**src/rtl/fetch_status_ctl.sv**
```systemverilog
module fetch_status_ctl #(
  parameter int NTHR = 2,
  parameter int TAGW = 4,
  localparam int TW = (NTHR > 1) ? $clog2(NTHR) : 1
) (
  input  logic                 clk,
  input  logic                 rst_n,
  input  logic [4*NTHR-1:0]    stage_blk,
  input  logic [4*NTHR-1:0]    stage_unblk,
  input  logic                 ctx_switch,
  input  logic [NTHR-1:0]      cmt_squash,
  input  logic [NTHR-1:0]      rob_squashing,
  input  logic [NTHR-1:0]      dec_squash,
  input  logic [NTHR-1:0]      line_req,
  input  logic [NTHR-1:0]      xlat_done,
  input  logic [NTHR-1:0]      xlat_fault,
  input  logic [NTHR-1:0]      send_rej,
  input  logic                 retry_ok,
  input  logic                 resp_valid,
  input  logic [TW-1:0]        resp_tid,
  input  logic [TAGW-1:0]      resp_tag,
  input  logic [NTHR-1:0]      fetch_take,
  input  logic [NTHR-1:0]      quiesce,
  input  logic [NTHR-1:0]      active_thr,
  output logic [4*NTHR-1:0]    thr_state,
  output logic [TAGW*NTHR-1:0] req_tag,
  output logic                 cache_blocked,
  output logic                 stale_resp,
  output logic                 stage_active
);

  localparam logic [3:0] S_RUN  = 4'd0;
  localparam logic [3:0] S_SQ   = 4'd2;
  localparam logic [3:0] S_BLK  = 4'd3;
  localparam logic [3:0] S_TRAP = 4'd4;
  localparam logic [3:0] S_QP   = 4'd5;
  localparam logic [3:0] S_TLB  = 4'd6;
  localparam logic [3:0] S_WRSP = 4'd7;
  localparam logic [3:0] S_WRTY = 4'd8;
  localparam logic [3:0] S_CPL  = 4'd9;

  logic [3:0]          st_q [NTHR];
  logic [3:0]          st_n [NTHR];
  logic [4*NTHR-1:0]   stall_q, stall_n;
  logic [TAGW-1:0]     tag_q [NTHR];
  logic [NTHR-1:0]     pre, stl, hit, grab;
  logic [TW-1:0]       grab_tid;
  logic                slot_vld, blk_q;
  logic [TW-1:0]       slot_tid;

  always_comb begin
    stall_n  = (stall_q | stage_blk) & ~stage_unblk;
    grab     = '0;
    grab_tid = '0;
    for (int t = 0; t < NTHR; t++) begin
      stl[t] = (|stall_n[4*t +: 4]) | ctx_switch;
      pre[t] = cmt_squash[t] | rob_squashing[t] | (dec_squash[t] & (st_q[t] != S_SQ));
      hit[t] = resp_valid && (resp_tid == TW'(t)) && (st_q[t] == S_WRSP) &&
               (resp_tag == tag_q[t]) && !pre[t];
      st_n[t] = st_q[t];
      if (pre[t]) st_n[t] = S_SQ;
      else if (stl[t] && st_q[t] != S_WRSP && st_q[t] != S_WRTY) st_n[t] = S_BLK;
      else if (st_q[t] == S_BLK || st_q[t] == S_SQ) st_n[t] = S_RUN;
      else begin
        case (st_q[t])
          S_RUN:  if (quiesce[t]) st_n[t] = S_QP;
                  else if (line_req[t]) st_n[t] = S_TLB;
          S_TLB:  if (xlat_done[t])
                    st_n[t] = xlat_fault[t] ? S_TRAP : (send_rej[t] ? S_WRTY : S_WRSP);
          S_WRTY: if (retry_ok && slot_vld && slot_tid == TW'(t)) st_n[t] = S_WRSP;
          S_WRSP: if (hit[t]) st_n[t] = stl[t] ? S_BLK : S_CPL;
          S_CPL:  if (fetch_take[t]) st_n[t] = S_RUN;
          default: ;
        endcase
      end
      grab[t] = (st_q[t] == S_TLB) && (st_n[t] == S_WRTY);
      if (grab[t]) grab_tid = TW'(t);
    end
  end

  assign stale_resp    = resp_valid & ~(|hit);
  assign cache_blocked = blk_q;

  always_ff @(posedge clk) begin
    if (!rst_n) begin
      stall_q  <= '0;
      slot_vld <= 1'b0;
      slot_tid <= '0;
      blk_q    <= 1'b0;
      for (int t = 0; t < NTHR; t++) begin
        st_q[t]  <= S_RUN;
        tag_q[t] <= '0;
      end
    end else begin
      stall_q <= stall_n;
      for (int t = 0; t < NTHR; t++) begin
        st_q[t] <= st_n[t];
        if (st_n[t] == S_TLB && st_q[t] != S_TLB) tag_q[t] <= tag_q[t] + TAGW'(1);
      end
      if (retry_ok) begin
        slot_vld <= 1'b0;
        blk_q    <= 1'b0;
      end else if (slot_vld && pre[slot_tid]) begin
        slot_vld <= 1'b0;
      end
      if (|grab) begin
        slot_vld <= 1'b1;
        slot_tid <= grab_tid;
        blk_q    <= 1'b1;
      end
    end
  end

  always_comb begin
    stage_active = 1'b0;
    for (int t = 0; t < NTHR; t++)
      if (active_thr[t] && (st_q[t] == S_RUN || st_q[t] == S_SQ || st_q[t] == S_CPL))
        stage_active = 1'b1;
  end

  for (genvar g = 0; g < NTHR; g++) begin : g_out
    assign thr_state[4*g +: 4]    = st_q[g];
    assign req_tag[TAGW*g +: TAGW] = tag_q[g];
  end

endmodule


```
**config.mk**
```make
export PLATFORM = sky130hd
export DESIGN_NAME = fetch_status_ctl
export DESIGN_NICKNAME = d
export VERILOG_FILES = /design/src/rtl/fetch_status_ctl.sv
export SDC_FILE = /design/constraint.sdc
export NUM_CORES = 1
export LEC_CHECK = 0
export ABC_AREA = 1
export BUFFER_PORTS_ARGS = -buffer_cell sky130_fd_sc_hd__buf_2
export CAP_MARGIN = 20
export CORE_ASPECT_RATIO = 0.8
export CORE_MARGIN = 4
export CORE_UTILIZATION = 35
export DETAILED_ROUTE_END_ITERATION = 10
export PLACE_DENSITY = 0.54
export REMOVE_ABC_BUFFERS = 1
export SLEW_MARGIN = 10
export SYNTH_ARGS = -nofsm -noshare
export SYNTH_HDL_FRONTEND = slang
export SYNTH_SLANG_ARGS = --single-unit
```
**constraint.sdc**
```tcl
create_clock -name clk -period 3 [get_ports clk]
set_input_delay 0.3 -clock clk [delete_from_list [all_inputs] [get_ports clk]]
set_output_delay 0.3 -clock clk [all_outputs]
set_load 0.02 [all_outputs]
```
==> run summary <==
Run status: complete, no violations
Worst skew pair latency: 0.28 ns
First-pass GRT wire length: 10600 um
Placed Instance Area: 2630 um^2
Worst Max-Slew Pin Slew: 0.423 ns
Crit Path Class: reg2reg
GRT Total Usage: 16.9%
Unrepaired setup endpoints after global routing: no
CP arrival: 2.32 ns
Die X: 96.9 um
Cell Chain, Critical Path: inv_1 -> nor2_1 -> nand2_1 -> nand2_1 -> nor2_2 -> nand2_2 -> nand2_1 -> nor2_1 -> a21oi_1 -> nand2_1 -> nor2_1 -> nand2_2 -> nand2_1
Dpl cells: 518
Max-slew headroom: 71.8%
Comb pwr share: 23.5%
Synth Area per Inst: 5.92 um^2
DRT met1 WL: 3400 um
Post-route setup slack: 0.671 ns
Pre-antenna DRT Iters: 4
Max Slew Vio Count: 0
Synth Register Bits: 27
Synth-to-Final Area Change: 21.2%
Hold Path Class: in2reg
Hold-fix buffers, CTS: 0
Synth top cells by count: nand2_1 (100), nor2_1 (70), inv_1 (53)
Critical Path Fanout Max: 9
Synth Warn #: 0
Layout Nets: 490
Max-cap viol count: 0
Worst path bufs/invs: 1
Min cycle time layout: 2.33 ns
Drt drc: 0
Mapped Area: 2210 um^2
Max Clk Rate: 429 MHz
Sequential area share after synthesis: 28.0%
Synth top area cells: dfxtp_1 (17%), nand2_1 (17%), nor2_1 (12%), edfxtp_1 (11%), inv_1 (9.0%)
Post-CTS Resized: 0
CTS tree: built
Clock share of power: 27.0%
EDFF count, synth: 8
Most used DFF post-synth: dfxtp_1
Share of post-route cells with drive strength above 1: 22.2%
Dominant cell type by area after synthesis: dfxtp_1
Startpoint types: register
Flop pwr share: 49.4%
Vias in the first global route: 2241
Post-synth top area share: 17.2%
Pwr dens: 302 nW/um^2
Routed met2 length: 2580 um
Filler Cell Count: 660
Hold Vio Cnt, Final: 0
Die ar.: 7670 um^2
Die Span Y: 79.1 um
WL/cell: 12.2 um
Met3 wire len: 333 um
Fin Hold WS: 0.182 ns
Internal: 0.555 mW
Cell with the most instances after synthesis: nand2_1
Endpoint type of the worst setup path: register
Syn Inst Count: 374
# clock sinks: 27
FFs w/ async S/R, synth: 0%
Leak Pwr: 1.43 nW
Top sig layer: met4
Num CTS Buffers: 3
Critical Path Most Common Cell: nand2_1
Routed Antenna Nets: 0
Pre-CTS setup slack: 0.722 ns
Sw frac: 31.4%
Worst path slowest cell: dfxtp_1
I/O pin total: 65
Family with the most delay on the worst path: simple AND/OR/NAND/NOR gates
Unique masters post-synth: 33
Starting Density: 36.9%
Fin Setup TNS: 0 ns
Via count: 2463
Worst EP required: 2.99 ns
Number of I/O port buffers: 64
Site Rows: 25
CTS max path bufs: 2
Final setup fails: 0
Drt initial violations: 123
Clock skew: 0.00279 ns
Design Power: 0.809 mW
DP HPWL: 5380 um
Worst vdd ir: 135 uV
NetSw: 0.254 mW
Setup bufs post-CTS: 0
Root buffer cell: clkbuf_8
Final worst path period share: 77.6%
Core Area: 6010 um^2
Clock slew seen by the registers of the worst setup and hold paths: 0.10 ns
Largest stage delay, worst path: 0.37 ns
Largest net degree at the start of global routing: 17
Core Util, Final: 44.7%
Initial antenna violation count: 0
Drt total wl: 6370 um
Gr ovfl total: 0
Post-layout instance area: 2680 um^2
Inserted Diodes: 0
Routability-driven placement congestion ratio: 0.928
H-tree levels: 1
Fin cells: 522
Vias per Instance: 4.72
==> sequential cells by signal (all words and copies together), names as in the netlist <==
signal         count
cache_blocked      1
slot_tid           1
st_q               8
slot_vld           1
tag_q              8
stall_q            8
==> worst reg2reg max path, cell delays in order, from the launching register on <==
cell	delay (ns)
dfxtp_1	0.37
inv_1	0.19
nor2_1	0.10
nand2_1	0.12
nand2_1	0.08
nor2_2	0.17
nand2_2	0.13
nand2_1	0.09
nor2_1	0.05
a21oi_1	0.19
nand2_1	0.07
nor2_1	0.15
nand2_2	0.14
nand2_1	0.19
==> cells by family after synthesis <==
logic type               share of synthesized area (%)
AO/OA/AOI/OAI                                     11.8
XOR/XNOR                                          1.58
adder cells (fa/ha/maj)                           1.13
buffers and inverters                             10.2
flip-flops                                        28.0
AND/OR/NAND/NOR                                   47.2
==> layout by cell type, fill, tap and decap left out, types with 9 or more instances in the layout <==
cell | synthesis | layout
a21oi_1 | 23 | 23
nor2_1 | 70 | 70
buf_2 | 1 | 64
dfxtp_1 | 19 | 19
inv_1 | 53 | 53
o21ai_0 | 11 | 11
nand3_1 | 29 | 29
nand2_1 | 100 | 100
nor2_2 | 9 | 9
==> layer usage <==
| layer | GRT usage [%] | vias to the layer above |
|---|---|---|
| met2 | 24.2 | 72 |
| met4 | 4.07 | 0 |
| met5 | 0 | - |
| met1 | 25.6 | 1071 |
| met3 | 3.16 | 6 |
| li1 | - | 1314 |
==> power by group through the flow <==
stage / logic (mW) / registers [mW] / clock network, mW
after floorplan: 0.110 / 0.414 / 0
after global placement: 0.192 / 0.408 / 0
after detailed placement: 0.190 / 0.408 / 0
after CTS: 0.191 / 0.400 / 0.230
after global routing: 0.218 / 0.402 / 0.245
final: 0.190 / 0.400 / 0.219
==> final cells by class <==
| cell class | instances | area, um^2 | share of cell area, % |
|---|---|---|---|
| timing repair buffer | 65 | 328 | 12.2 |
| inverter | 58 | 218 | 8.12 |
| clock buffer | 3 | 41.3 | 1.54 |
| multi-input combinational | 287 | 1370 | 50.9 |
| sequential | 27 | 621 | 23.1 |
| clock inverter | 1 | 7.51 | 0.280 |
| tap | 81 | 101 | 3.78 |
==> path summary, 6_finish.rpt <==
path,slack [ns],from,end,cells after the start
worst max-delay path,0.67,st_q[0][4]$_SDFF_PN0_,tag_q[0][4]$_SDFFCE_PN0P_,13
worst max register to register,0.67,st_q[0][4]$_SDFF_PN0_,tag_q[0][4]$_SDFFCE_PN0P_,13
worst min-delay path,0.18,stage_unblk[2],stall_q[2]$_SDFF_PN0_,2
worst min register to register,0.48,slot_tid$_SDFFE_PN0P_,slot_tid$_SDFFE_PN0P_,2
(Power assumes the default switching activity.)
